**src/rtl/sysctl_pkg.sv**
```systemverilog
package sysctl_pkg;
   localparam int XLEN = 32;

   typedef enum logic [2:0] {
      SEL_STATUS  = 3'd0,
      SEL_CAUSE   = 3'd1,
      SEL_EPC     = 3'd2,
      SEL_ERREPC  = 3'd3,
      SEL_DEPC    = 3'd4,
      SEL_ENTRYHI = 3'd5,
      SEL_HWRENA  = 3'd6,
      SEL_FLAGS   = 3'd7
   } csr_sel_t;

   typedef enum logic [2:0] {
      OP_ERET  = 3'd0,
      OP_DERET = 3'd1,
      OP_DI    = 3'd2,
      OP_EI    = 3'd3,
      OP_RDHWR = 3'd4
   } ctl_op_t;

   localparam int ST_IE  = 0;
   localparam int ST_EXL = 1;
   localparam int ST_ERL = 2;
   localparam int ST_UM  = 4;
   localparam int ST_CU0 = 28;

   typedef struct packed {
      logic [XLEN-1:0] status;
      logic [XLEN-1:0] cause;
      logic [XLEN-1:0] epc;
      logic [XLEN-1:0] errepc;
      logic [XLEN-1:0] depc;
      logic [XLEN-1:0] entryhi;
      logic [XLEN-1:0] hwrena;
      logic            ll;
      logic            dm;
   } csr_state_t;
endpackage

```
**src/rtl/sysctl_csr_bank.sv**
```systemverilog
module sysctl_csr_bank
   import sysctl_pkg::*;
#(
   parameter logic [XLEN-1:0] STATUS_WMASK = 32'hF878FF17,
   parameter logic [XLEN-1:0] CAUSE_WMASK  = 32'h00C00300,
   parameter logic [XLEN-1:0] HWRENA_WMASK = 32'hC000000F,
   parameter logic [XLEN-1:0] EHI_CLEAR    = 32'h00001F00,
   parameter int              ASID_W       = 8
) (
   input  logic            clk,
   input  logic            rst_n,
   input  logic            wr_en,
   input  logic [2:0]      wr_sel,
   input  logic [XLEN-1:0] wr_data,
   input  logic            op_valid,
   input  logic [2:0]      op_code,
   output csr_state_t      st,
   output logic            asid_chg
);
   localparam int NUM_RET  = 3;
   localparam int RET_BASE = int'(SEL_EPC);

   logic            wr_go;
   logic [XLEN-1:0] status_q, cause_q, entryhi_q, hwrena_q;
   logic            ll_q, dm_q;

   assign wr_go = wr_en && !op_valid;

   // return-address registers: identical full-width slots at consecutive selects
   for (genvar g = 0; g < NUM_RET; g++) begin : g_ret
      logic [XLEN-1:0] q;
      always_ff @(posedge clk or negedge rst_n) begin
         if (!rst_n)
            q <= '0;
         else if (wr_go && (wr_sel == 3'(RET_BASE + g)))
            q <= wr_data;
      end
   end

   always_ff @(posedge clk or negedge rst_n) begin
      if (!rst_n) begin
         status_q  <= XLEN'(1) << ST_ERL;
         cause_q   <= '0;
         entryhi_q <= '0;
         hwrena_q  <= '0;
         ll_q      <= 1'b0;
         dm_q      <= 1'b0;
      end else if (op_valid) begin
         case (ctl_op_t'(op_code))
            OP_ERET: begin
               if (status_q[ST_ERL]) status_q[ST_ERL] <= 1'b0;
               else                  status_q[ST_EXL] <= 1'b0;
               ll_q <= 1'b1;
            end
            OP_DERET: begin
               dm_q <= 1'b1;
               ll_q <= 1'b1;
            end
            OP_DI:   status_q[ST_IE] <= 1'b0;
            OP_EI:   status_q[ST_IE] <= 1'b1;
            default: ;
         endcase
      end else if (wr_en) begin
         case (csr_sel_t'(wr_sel))
            SEL_STATUS:  status_q  <= wr_data & STATUS_WMASK;
            SEL_CAUSE:   cause_q   <= (cause_q & ~CAUSE_WMASK) | (wr_data & CAUSE_WMASK);
            SEL_ENTRYHI: entryhi_q <= wr_data & ~EHI_CLEAR;
            SEL_HWRENA:  hwrena_q  <= wr_data & HWRENA_WMASK;
            SEL_FLAGS: begin
               ll_q <= wr_data[0];
               dm_q <= wr_data[1];
            end
            default: ;
         endcase
      end
   end

   assign asid_chg = wr_go && (csr_sel_t'(wr_sel) == SEL_ENTRYHI) &&
                     (wr_data[ASID_W-1:0] != entryhi_q[ASID_W-1:0]);

   always_comb begin
      st.status  = status_q;
      st.cause   = cause_q;
      st.epc     = g_ret[0].q;
      st.errepc  = g_ret[1].q;
      st.depc    = g_ret[2].q;
      st.entryhi = entryhi_q;
      st.hwrena  = hwrena_q;
      st.ll      = ll_q;
      st.dm      = dm_q;
   end

   // bits outside the cause write mask never move on a cause write
   a_r3_cause_keep: assert property (@(posedge clk) disable iff (!rst_n)
      (wr_go && csr_sel_t'(wr_sel) == SEL_CAUSE) |=>
      (((cause_q ^ $past(cause_q)) & ~CAUSE_WMASK) == '0));

   // a write colliding with an operation leaves the address-space word alone
   a_r13_collide: assert property (@(posedge clk) disable iff (!rst_n)
      (wr_en && op_valid) |=> $stable(entryhi_q) && $stable(hwrena_q));
endmodule

```
**src/rtl/sysctl_mode.sv**
```systemverilog
module sysctl_mode (
   input  logic exl,
   input  logic erl,
   input  logic dm,
   input  logic um,
   output logic user_mode
);
   assign user_mode = um && !exl && !erl && !dm;
endmodule

```
**src/rtl/sysctl_hwr_gate.sv**
```systemverilog
module sysctl_hwr_gate
   import sysctl_pkg::*;
#(
   parameter int              IDX_W      = 5,
   parameter int              CPUNUM_W   = 10,
   parameter logic [XLEN-1:0] SYNCI_STEP = 32'd32,
   parameter logic [XLEN-1:0] CC_RES     = 32'd1
) (
   input  logic [IDX_W-1:0]    idx,
   input  logic                user_mode,
   input  logic [XLEN-1:0]     hwrena,
   input  logic                cu0,
   input  logic [CPUNUM_W-1:0] cpunum,
   input  logic [XLEN-1:0]     cycle_cnt,
   output logic                granted,
   output logic [XLEN-1:0]     value
);
   logic implemented;

   always_comb begin
      implemented = 1'b1;
      value       = '0;
      case (idx)
         IDX_W'(0):  value = XLEN'(cpunum);
         IDX_W'(1):  value = SYNCI_STEP;
         IDX_W'(2):  value = cycle_cnt;
         IDX_W'(3):  value = CC_RES;
         IDX_W'(30), IDX_W'(31): value = '0;
         default:    implemented = 1'b0;
      endcase
   end

   assign granted = implemented && (!user_mode || hwrena[idx] || cu0);
endmodule

```
**src/rtl/sysctl_regfile.sv**
```systemverilog
module sysctl_regfile
   import sysctl_pkg::*;
#(
   parameter logic [31:0] STATUS_WMASK = 32'hF878FF17,
   parameter logic [31:0] CAUSE_WMASK  = 32'h00C00300,
   parameter logic [31:0] HWRENA_WMASK = 32'hC000000F,
   parameter logic [31:0] EHI_CLEAR    = 32'h00001F00,
   parameter int          ASID_W       = 8,
   parameter int          HWR_IDX_W    = 5,
   parameter int          CPUNUM_W     = 10,
   parameter logic [31:0] SYNCI_STEP   = 32'd32,
   parameter logic [31:0] CC_RES       = 32'd1
) (
   input  logic                clk,
   input  logic                rst_n,
   input  logic                wr_en_i,
   input  logic [2:0]          wr_sel_i,
   input  logic [31:0]         wr_data_i,
   input  logic [2:0]          rd_sel_i,
   output logic [31:0]         rd_data_o,
   input  logic                op_valid_i,
   input  logic [2:0]          op_code_i,
   input  logic [HWR_IDX_W-1:0] hwr_idx_i,
   input  logic [CPUNUM_W-1:0] cpunum_i,
   input  logic [31:0]         cycle_cnt_i,
   output logic                pc_load_o,
   output logic [31:0]         new_pc_o,
   output logic [31:0]         op_result_o,
   output logic                ri_fault_o,
   output logic                asid_flush_o,
   output logic                user_mode_o
);
   if (ASID_W < 1 || ASID_W > 8) begin : g_bad_asid
      $error("ASID_W must lie in 1..8");
   end
   if (HWR_IDX_W != 5) begin : g_bad_idx
      $error("HWR_IDX_W must be 5 to index a 32-bit enable word");
   end
   if (CPUNUM_W < 1 || CPUNUM_W > XLEN) begin : g_bad_cpunum
      $error("CPUNUM_W must lie in 1..XLEN");
   end

   csr_state_t  st;
   logic        asid_chg, hwr_ok;
   logic [31:0] hwr_val;

   sysctl_csr_bank #(
      .STATUS_WMASK(STATUS_WMASK), .CAUSE_WMASK(CAUSE_WMASK),
      .HWRENA_WMASK(HWRENA_WMASK), .EHI_CLEAR(EHI_CLEAR), .ASID_W(ASID_W)
   ) u_bank (
      .clk(clk), .rst_n(rst_n), .wr_en(wr_en_i), .wr_sel(wr_sel_i),
      .wr_data(wr_data_i), .op_valid(op_valid_i), .op_code(op_code_i),
      .st(st), .asid_chg(asid_chg)
   );

   sysctl_mode u_mode (
      .exl(st.status[ST_EXL]), .erl(st.status[ST_ERL]), .dm(st.dm),
      .um(st.status[ST_UM]), .user_mode(user_mode_o)
   );

   sysctl_hwr_gate #(
      .IDX_W(HWR_IDX_W), .CPUNUM_W(CPUNUM_W),
      .SYNCI_STEP(SYNCI_STEP), .CC_RES(CC_RES)
   ) u_gate (
      .idx(hwr_idx_i), .user_mode(user_mode_o), .hwrena(st.hwrena),
      .cu0(st.status[ST_CU0]), .cpunum(cpunum_i), .cycle_cnt(cycle_cnt_i),
      .granted(hwr_ok), .value(hwr_val)
   );

   always_comb begin
      case (csr_sel_t'(rd_sel_i))
         SEL_STATUS:  rd_data_o = st.status;
         SEL_CAUSE:   rd_data_o = st.cause;
         SEL_EPC:     rd_data_o = st.epc;
         SEL_ERREPC:  rd_data_o = st.errepc;
         SEL_DEPC:    rd_data_o = st.depc;
         SEL_ENTRYHI: rd_data_o = st.entryhi;
         SEL_HWRENA:  rd_data_o = st.hwrena;
         default:     rd_data_o = {30'd0, st.dm, st.ll};
      endcase
   end

   always_ff @(posedge clk or negedge rst_n) begin
      if (!rst_n) begin
         pc_load_o    <= 1'b0;
         new_pc_o     <= '0;
         op_result_o  <= '0;
         ri_fault_o   <= 1'b0;
         asid_flush_o <= 1'b0;
      end else begin
         pc_load_o    <= 1'b0;
         ri_fault_o   <= 1'b0;
         asid_flush_o <= asid_chg;
         if (op_valid_i) begin
            case (ctl_op_t'(op_code_i))
               OP_ERET: begin
                  pc_load_o <= 1'b1;
                  new_pc_o  <= st.status[ST_ERL] ? st.errepc : st.epc;
               end
               OP_DERET: begin
                  pc_load_o <= 1'b1;
                  new_pc_o  <= st.depc;
               end
               OP_DI, OP_EI: op_result_o <= st.status;
               OP_RDHWR: begin
                  if (hwr_ok) op_result_o <= hwr_val;
                  else        ri_fault_o  <= 1'b1;
               end
               default: ;
            endcase
         end
      end
   end

   // error-level return goes to the error return address and drops the level
   a_r6_eret_erl: assert property (@(posedge clk) disable iff (!rst_n)
      (op_valid_i && ctl_op_t'(op_code_i) == OP_ERET && st.status[ST_ERL]) |=>
      (pc_load_o && new_pc_o == $past(st.errepc) && !st.status[ST_ERL]));

   // ordinary return goes to the return address and drops the exception level
   a_r6_eret_exl: assert property (@(posedge clk) disable iff (!rst_n)
      (op_valid_i && ctl_op_t'(op_code_i) == OP_ERET && !st.status[ST_ERL]) |=>
      (pc_load_o && new_pc_o == $past(st.epc) && !st.status[ST_EXL]));

   // debug return
   a_r7_deret: assert property (@(posedge clk) disable iff (!rst_n)
      (op_valid_i && ctl_op_t'(op_code_i) == OP_DERET) |=>
      (pc_load_o && new_pc_o == $past(st.depc) && st.dm));

   // both returns leave the load-linked flag set
   a_r8_ll_set: assert property (@(posedge clk) disable iff (!rst_n)
      (op_valid_i && (ctl_op_t'(op_code_i) == OP_ERET || ctl_op_t'(op_code_i) == OP_DERET))
      |=> st.ll);

   // a fault only follows a hardware-register read
   a_r11_fault_src: assert property (@(posedge clk) disable iff (!rst_n)
      ri_fault_o |-> $past(op_valid_i && ctl_op_t'(op_code_i) == OP_RDHWR));

   // a flush only follows an accepted address-space write
   a_r4_flush_src: assert property (@(posedge clk) disable iff (!rst_n)
      asid_flush_o |-> $past(wr_en_i && !op_valid_i && csr_sel_t'(wr_sel_i) == SEL_ENTRYHI));

   // interrupt enable leaves bit 0 set and reports the prior word
   a_r10_ei: assert property (@(posedge clk) disable iff (!rst_n)
      (op_valid_i && ctl_op_t'(op_code_i) == OP_EI) |=>
      (st.status[ST_IE] && op_result_o == $past(st.status)));
endmodule

```
**config.mk**
```make
export PLATFORM = sky130hd
export DESIGN_NAME = sysctl_regfile
export DESIGN_NICKNAME = d
export VERILOG_FILES = /design/src/rtl/sysctl_pkg.sv /design/src/rtl/sysctl_csr_bank.sv /design/src/rtl/sysctl_mode.sv /design/src/rtl/sysctl_hwr_gate.sv /design/src/rtl/sysctl_regfile.sv
export SDC_FILE = /design/constraint.sdc
export NUM_CORES = 1
export LEC_CHECK = 0
export BUFFER_PORTS_ARGS = -buffer_cell sky130_fd_sc_hd__buf_2
export CORE_MARGIN = 4
export CORE_UTILIZATION = 40
export CTS_CLUSTER_SIZE = 25
export DETAILED_ROUTE_END_ITERATION = 10
export GPL_TIMING_DRIVEN = 1
export PLACE_DENSITY = 0.68
export SLEW_MARGIN = 20
export SYNTH_ARGS = -nofsm -noshare
export SYNTH_HDL_FRONTEND = slang
export SYNTH_SLANG_ARGS = --single-unit
```
**constraint.sdc**
```tcl
create_clock -name clk -period 3.1 [get_ports clk]
set_clock_uncertainty 0.15 [all_clocks]
set_input_delay 0.62 -clock clk [delete_from_list [all_inputs] [get_ports clk]]
set_output_delay 0.62 -clock clk [all_outputs]
set_load 0.02 [all_outputs]
```
# Word level (Yosys, flattened, before mapping)
# Index checks and enable logic that the tools add are counted.
dict set report totals {
  ff_bits 251
  inputBits 92
  output_inout_bits 100
  wordCells 117
}
dict set report op_classes {
  n_lt_le_gt_ge 1
  n_eq_ne 29
  muxes 28
  bitwise 2
  n_reduce_logical 40
}
# op count
set ops {}
lappend ops {{32-bit case mux with 7 select lines} 1}
lappend ops {{32-bit case mux with 2 select lines} 2}
lappend ops {{32-bit case mux with 4 select lines} 1}
lappend ops {{32-bit two-way mux} 2}
lappend ops {{32-bit by 24-bit OR with 32-bit output} 1}
lappend ops {{3-bit AND reduction} 9}
lappend ops {{3-bit equality test (second input constant)} 8}
lappend ops {{3-bit by 2-bit equality test with 1-bit output (second input constant)} 6}
lappend ops {{1-bit two-way mux} 16}
lappend ops {{5-bit by 2-bit equality test with 1-bit output (second input constant)} 2}
lappend ops {{5-bit equality test (second input constant)} 2}
lappend ops {{1-bit logical AND} 10}
lappend ops {{2-bit nonzero test} 5}
lappend ops {{3-bit by 1-bit equality test with 1-bit output (second input constant)} 3}
lappend ops {{3-bit logical NOT} 3}
lappend ops {{3-bit two-way mux} 3}
lappend ops {{8-bit != test} 1}
lappend ops {{5-bit by 6-bit less-than comparator with 1-bit output (second input constant)} 1}
lappend ops {{2-bit != test (second input constant)} 3}
lappend ops {{6-bit OR reduction} 1}
lappend ops {{1-bit binary-select mux with 5-bit select} 1}
lappend ops {{5-bit by 1-bit equality test with 1-bit output (second input constant)} 1}
lappend ops {{1-bit logical NOT} 5}
lappend ops {{5-bit logical NOT} 1}
lappend ops {{other kinds (9)} 12}

# Logic depth before layout (Yosys ltp)
# Gate-level depths: netlist (run 1).
dict set report logic_depth {
  word_depth 11
  ltp_mapped 7
  mapped_depth_nobuf 5
}

# Hierarchy
# Synthesis (run 1) repeated with hierarchy kept, for this count alone.
dict set report hier_totals {
  cells_unflattened 1085
  area_unflattened_um2 12233.0
}
# mod instances cells_each area_per_inst_um2 seq_area_each_um2
set by_module_without_submodules {}
lappend by_module_without_submodules {sysctl_csr_bank 1 439 6622.6 3905.0}
lappend by_module_without_submodules {sysctl_regfile 1 590 5182.5 1676.6}
lappend by_module_without_submodules {sysctl_hwr_gate 1 55 412.9 0.0}
lappend by_module_without_submodules {sysctl_mode 1 1 15.0 0.0}

# Worst setup path after synthesis (run 1)
# OpenSTA, ideal clock, no wires.
dict set report synth_path {
  path_kind {input-to-output}
  start {input port rd_sel_i[2]}
  end {output port rd_data_o[1]}
  t_arrival_ns 2.101
  required_time_ns 2.330
  setup_slack_ns 0.229
  cell_stages 6
  n_path_buf 2
  cell_sequence {buf_1 > buf_1 > mux2i_1 > o22ai_1 > nor2_1 > a31oi_1}
}
dict set report synth_between {
  elab_chain_len 2
  elab_cells_between_ends 8
  classes_between {eq/ne (6); mux (1); reduce/logical (1)}
}
# item line_no
set synth_rtl {}
lappend synth_rtl {{from (decl)} sysctl_regfile.sv:19} ;# input logic [2:0] rd_sel_i,
lappend synth_rtl {{3-bit equality test (tied with other cells)} sysctl_regfile.sv:71} ;# case (csr_sel_t'(rd_sel_i))
lappend synth_rtl {{32-bit case mux with 7 select lines *} sysctl_regfile.sv:71}
lappend synth_rtl {{to (decl)} sysctl_regfile.sv:20} ;# output logic [31:0] rd_data_o,
# Every way passes the cells marked *; elsewhere a longest branch is shown, timed or not.

# Final worst setup path (run 1)
dict set report layout_path {
  start {input port rd_sel_i[2]}
  end {output port rd_data_o[16]}
}
# The elaborated chain is that of the path after synthesis.

==> results.toml, run 1 <==
[synth]
yosys_most_used_dff = "dfrtp_1"
ys_warn_count = 0
synth_commonest_cells = "222 x dfrtp_1, 161 x mux2_2, 107 x nand2_1"
synth_most_common_cell = "dfrtp_1"
synth_simple_gate_area_frac = 0.0762
yosys.cell_types.count = 54
yosys.area.top_type = "dfrtp_1"
ys_seq_area_frac = 0.521
synthAdderAreaFrac = 0
synth-xor-area-share = 0.00654
synthCells = 910
muxShareOfSynthArea = 0.241
synth_compound_area_frac = 0.125
syn_nets = 1002
synth_top_area_share = 0.518
synth.area.top_cells = "dfrtp_1 52%, mux2_2 17%, mux2i_1 4.1%"
synth_seq_cells = 223
synth_edf_count = 0
async_flop_share = 1.00
synth_top_family_by_area = "multiplexers"
syn_area_um2 = 10700
syn-mean-instance-area_um2 = 11.8

[cells_and_area]
fin_area_um2 = 13100
final_net_count = 1197
drive_gt1_frac = 0.423
n_fill_cell = 2384
synthToLayoutAreaGrowth_pct = 22.0
insertedDiodeCount = 0

[placement]
dpl_cell_area_um2 = 12200
dpl.hpwl_mm = 21.8
gp_congestion = 0.820
dp_slack_ns = 0.231
io_buffers = 191

[min_path]
holdCritStartpoint = "cycle_cnt_i[23]"
hold_path_depth = 2
hold_class = "in -> reg"
min_to = "op_result_o[23]"

[timing]
tightest_slew_ns = 0.700
finalMaxSlewViolations = 0
max_slew_margin = 0.531
max_freq_mhz = 338
fin_setup_tns_ns = 0
setup_viol = 0
period_share = 0.955
finalWorstSetupSlack_ns = 0.141
hold_violations = 0
final.min_clock_period_ns = 2.96
finalHoldWorstSlack_ns = 0.175
rsz0062_at_grt = "no"

[floorplanning]
die_area_um2 = 29500
initial_core_util = 0.409
coreArea_um2 = 26200
rows = 59
die_w_um = 172
ios = 192
die_h_um = 172

[clock_network]
clk_latency_ns = 0.52
numCtsBuffers = 25
cts.sinks = 223
cts_max_level = 1
clk_pin_slew_worst_paths_ns = 0.06
root_buffer = "clkbuf_16"
cts_setup_buffers = 0
cts_tree = "built"
clockBufferDepth = 3
post_cts_resized = 0

[worst_setup_path]
rrSetupSlack_ns = 0.69
r2r-start = "u_bank.status_q[2]"
startpoint_type = "input port"
arrival_ns = 2.19
crit_path_end_kind = "primary output"
critPathKind = "in -> out"
r2r-end = "op_result_o[31]"
rr_worst_depth = 6
crit_fanout = 12
crit_required_ns = 2.33

[power]
peakVddDrop_uv = 411
powerDensity_nw_per_um2 = 703
total_power_uw = 9200
leakagePower_uw = 0.00619

[flow_run]
drv_cap = 0

[global_routing]
grt_pass1_vias = 8260
antenna_found_initial = 2
grt_max_degree = 68
grt-ovfl-total = 0
grt_pass1_wl_mm = 48.2
track_usage = 0.208

[detailed_routing]
drt-initial-drc-count = 481
num_vias = 8160
viasPerCell = 5.60
drt-total-wl_mm = 31.6
route.detailed.drc = 0
ant_nets = 0
wl_per_cell_um = 21.6
firstDrtPassIters = 5

[run_status]
status = "finished clean"
==> through the flow <==
stage	std cells	utilization
detailed placement	1412	0.467
global route	1458	0.499
floorplan	910	-
CTS	1458	0.499
global placement	1412	0.467
finish	1458	0.499
==> layer usage <==
metal	track usage	routed length [um]	part of all wire	up-vias
met5	0	22	0.00070	-
met4	0.0334	425	0.013	4
met3	0.0439	2050	0.065	37
met2	0.347	14800	0.47	273
met1	0.288	14200	0.45	4127
li1	-	-	-	3719
==> state kept, by name (all words and copies together) (netlist names) <==
| signal | flops |
|---|---|
| u_bank.g_ret.q | 96 |
| new_pc_o | 32 |
| op_result_o | 32 |
| u_bank.entryhi_q | 27 |
| u_bank.status_q | 21 |
| u_bank.hwrena_q | 6 |
| u_bank.cause_q | 4 |
| asid_flush_o | 1 |
| pc_load_o | 1 |
| ri_fault_o | 1 |
| u_bank.dm_q | 1 |
| u_bank.ll_q | 1 |
==> critical path, cell delays in order <==
cell and delay (ns):
buf_2 0.22, nor2b_2 0.47, buf_4 0.29, a22oi_1 0.11, a21oi_1 0.25, buf_2 0.22
==> final cells by class <==
type / instances / area [um^2] / area share
multi-input combinational: 609 / 4830 / 0.370
sequential: 223 / 5580 / 0.427
clock inverter: 15 / 133 / 0.0101
inverter: 12 / 45.0 / 0.00345
clock buffer: 30 / 694 / 0.0531
tap: 335 / 419 / 0.0321
timing repair buffer: 234 / 1370 / 0.105
==> repair_timing <==
action                                 in CTS  in global routing
endpoints found under the hold margin      50                  0
hold buffers                                1                  0
setup endpoints to repair                   0                  0
==> worst max path at each step <==
stage	start	endpoint	slack (ns)	cells after the start
finish	rd_sel_i[2]	rd_data_o[16]	0.14	6
global route	rd_sel_i[2]	rd_data_o[16]	0.12	6
CTS	rd_sel_i[2]	rd_data_o[16]	0.22	6
detailed placement	rd_sel_i[2]	rd_data_o[16]	0.23	6
global placement	rd_sel_i[2]	rd_data_o[16]	0.24	6
floorplan	rd_sel_i[2]	rd_data_o[1]	0.23	6
==> layout by cell type, fill, tap and decap left out, types with 5 or more instances in the layout <==
cell type,instances
o221ai_1,8
inv_1,12
dfrtp_1,222
a221oi_1,11
mux2_2,161
a21oi_1,32
xor2_1,8
nor2_1,31
a22oi_1,20
mux2_4,17
o21ai_0,45
buf_2,190
clkinv_2,10
buf_12,6
a221o_1,5
o22ai_1,22
buf_4,36
nor2b_1,10
a22o_1,27
o2bb2ai_1,5
nand2_1,107
clkbuf_8,5
mux2i_1,44
clkbuf_16,25
==> cell families (layout without fill, tap and decap cells) <==
family	after synthesis	count (layout)
AO/OA/AOI/OAI	194	194
multiplexers	226	226
XOR/XNOR	8	8
flip-flops	223	223
AND/OR/NAND/NOR	181	181
buffers and inverters	78	291
==> where the power goes <==
| part | switching (uW) | internal, uW |
|---|---|---|
| clock network | 1200 | 1760 |
| registers | 488 | 3570 |
| logic | 1130 | 1040 |
| total | 2830 | 6370 |
Note: power is estimated with default switching activity, not from simulation.
==> inputs of run 2 (changes only) <==
clock period = 3.6 ns   (was 3.1 ns; I/O delays follow)
==> run 2 against run 1 <==
  * Via count hardly changed
  * Total power fell by 16%
  * Critical path depth did not move
==> results.toml, run 2 (synthesized netlist as in run 1, its figures left out) <==
[worst_setup_path]
rrSetupSlack_ns = 0.86
r2r-start = "u_bank.status_q[2]"
r2r-end = "op_result_o[2]"
startpoint_type = "input port"
crit_fanout = 15
arrival_ns = 2.37
crit_path_end_kind = "primary output"
rr_worst_depth = 6
crit_required_ns = 2.73
critPathKind = "in -> out"

[timing]
fin_setup_tns_ns = 0
rsz0062_at_grt = "no"
finalWorstSetupSlack_ns = 0.361
hold_violations = 0
finalHoldWorstSlack_ns = 0.0835
setup_viol = 0
max_freq_mhz = 309
tightest_slew_ns = 0.855
final.min_clock_period_ns = 3.24
max_slew_margin = 0.429
period_share = 0.900
finalMaxSlewViolations = 0

[placement]
dpl.hpwl_mm = 22.1
io_buffers = 191
dp_slack_ns = 0.353
gp_congestion = 0.818

[cells_and_area]
multi_input_area_um2 = 4830
regMostFlops = "u_bank.g_ret.q"
largest_reg_flops = 96
top_regs = "u_bank.g_ret.q x96, new_pc_o x32, op_result_o x32"
final_net_count = 1187
final_cell_mix = "222 x dfrtp_1, 190 x buf_2, 161 x mux2_2"
n_fill_cell = 2410
drive_gt1_frac = 0.413
seq_area_um2 = 5580
synthToLayoutAreaGrowth_pct = 20.0
final_common_cell = "dfrtp_1"

[global_routing]
grt_pass1_wl_mm = 48.7
grt_pass1_vias = 8201
antenna_found_initial = 3
grt-ovfl-total = 0
grt_max_degree = 100
track_usage = 0.211

[power]
powerDensity_nw_per_um2 = 599
power.share.sequential = 0.456
p_int_uw = 5310
switching_share = 0.311
peakVddDrop_uv = 403
leakagePower_uw = 0.00608
total_power_uw = 7710
pwr-share-comb = 0.240
p_clk_frac = 0.305
p_switching_uw = 2400

[clock_network]
clk_latency_ns = 0.52
clockBufferDepth = 3
cts_max_level = 1
cts_tree = "built"
root_buffer = "clkbuf_16"
cts_setup_buffers = 0
numCtsBuffers = 25
hold_buffers = 0
clk_pin_slew_worst_paths_ns = 0.06
post_cts_resized = 0
cts.sinks = 223

[detailed_routing]
viasPerCell = 5.65
ant_nets = 0
route.detailed.drc = 0
num_vias = 8165
drt-initial-drc-count = 477
drt-total-wl_mm = 31.8
firstDrtPassIters = 5
wl_per_cell_um = 22.0

[floorplanning]
ios = 192
die_area_um2 = 29500
coreArea_um2 = 26200
initial_core_util = 0.409
die_w_um = 172
die_h_um = 172
rows = 59

[flow_run]
drv_cap = 0

[min_path]
hold_class = "in -> async"

[run_status]
status = "finished clean"
[run 2: changes by cell type in the layout (fill, tap and decap cells not counted), sizes merged]
cell / before / now
bufinv: 2 / 0
buf: 233 / 224
diode: 0 / 1
clkinvlp: 3 / 2
clkinv: 10 / 6
dlygate4sd3: 1 / 0
clkbuf: 30 / 34
[run 2: how the worst max path moves through the flow]
stage | from | end | slack [ns] | depth (start not counted)
3_5_place_dp | rd_sel_i[0] | rd_data_o[13] | 0.35 | 6
5_1_grt | rd_sel_i[0] | rd_data_o[13] | 0.27 | 6
3_3_place_gp | rd_sel_i[0] | rd_data_o[13] | 0.40 | 6
2_1_floorplan | rd_sel_i[2] | rd_data_o[1] | 0.53 | 6
6_report | rd_sel_i[0] | rd_data_o[15] | 0.36 | 6
4_1_cts | rd_sel_i[0] | rd_data_o[13] | 0.35 | 6
[run 2: through the flow]
stage | cell area (um^2) | instances | util
2_1_floorplan | 10700 | 910 | -
3_3_place_gp | 12100 | 1403 | 0.462
3_5_place_dp | 12100 | 1403 | 0.462
4_1_cts | 12900 | 1445 | 0.491
5_1_grt | 12900 | 1446 | 0.491
6_report | 12900 | 1446 | 0.491
[run 2: cell type report]
class / instances / share of cell area
clock buffers: 34 / 0.0544
diodes: 1 / 0.000194
well taps: 335 / 0.0326
clock inverters: 8 / 0.00350
inverters: 12 / 0.00350
flip-flops and latches: 223 / 0.434
repair buffers: 224 / 0.0963
multi-input cells: 609 / 0.376
[run 2: power groups by stage]
stage	Clock (uW)	Combinational, uW	Sequential, uW
global placement	0	1820	3520
CTS	2400	1870	3510
floorplan	0	1070	3610
finish	2350	1850	3510
global route	2510	2020	3580
detailed placement	0	1860	3540
[run 2: critical path, stage by stage]
cell and delay, ns:
buf_2 0.33, nor2b_1 0.21, and2_1 0.58, o2bb2ai_1 0.19, a221o_1 0.15, buf_2 0.17
[run 2: per-layer routing]
layer | track usage | up-vias | share of wire
li1 | - | 3687 | -
met1 | 0.299 | 4138 | 0.45
met2 | 0.345 | 290 | 0.46
met3 | 0.0377 | 46 | 0.071
met4 | 0.0375 | 4 | 0.018
met5 | 0 | - | 0.00072
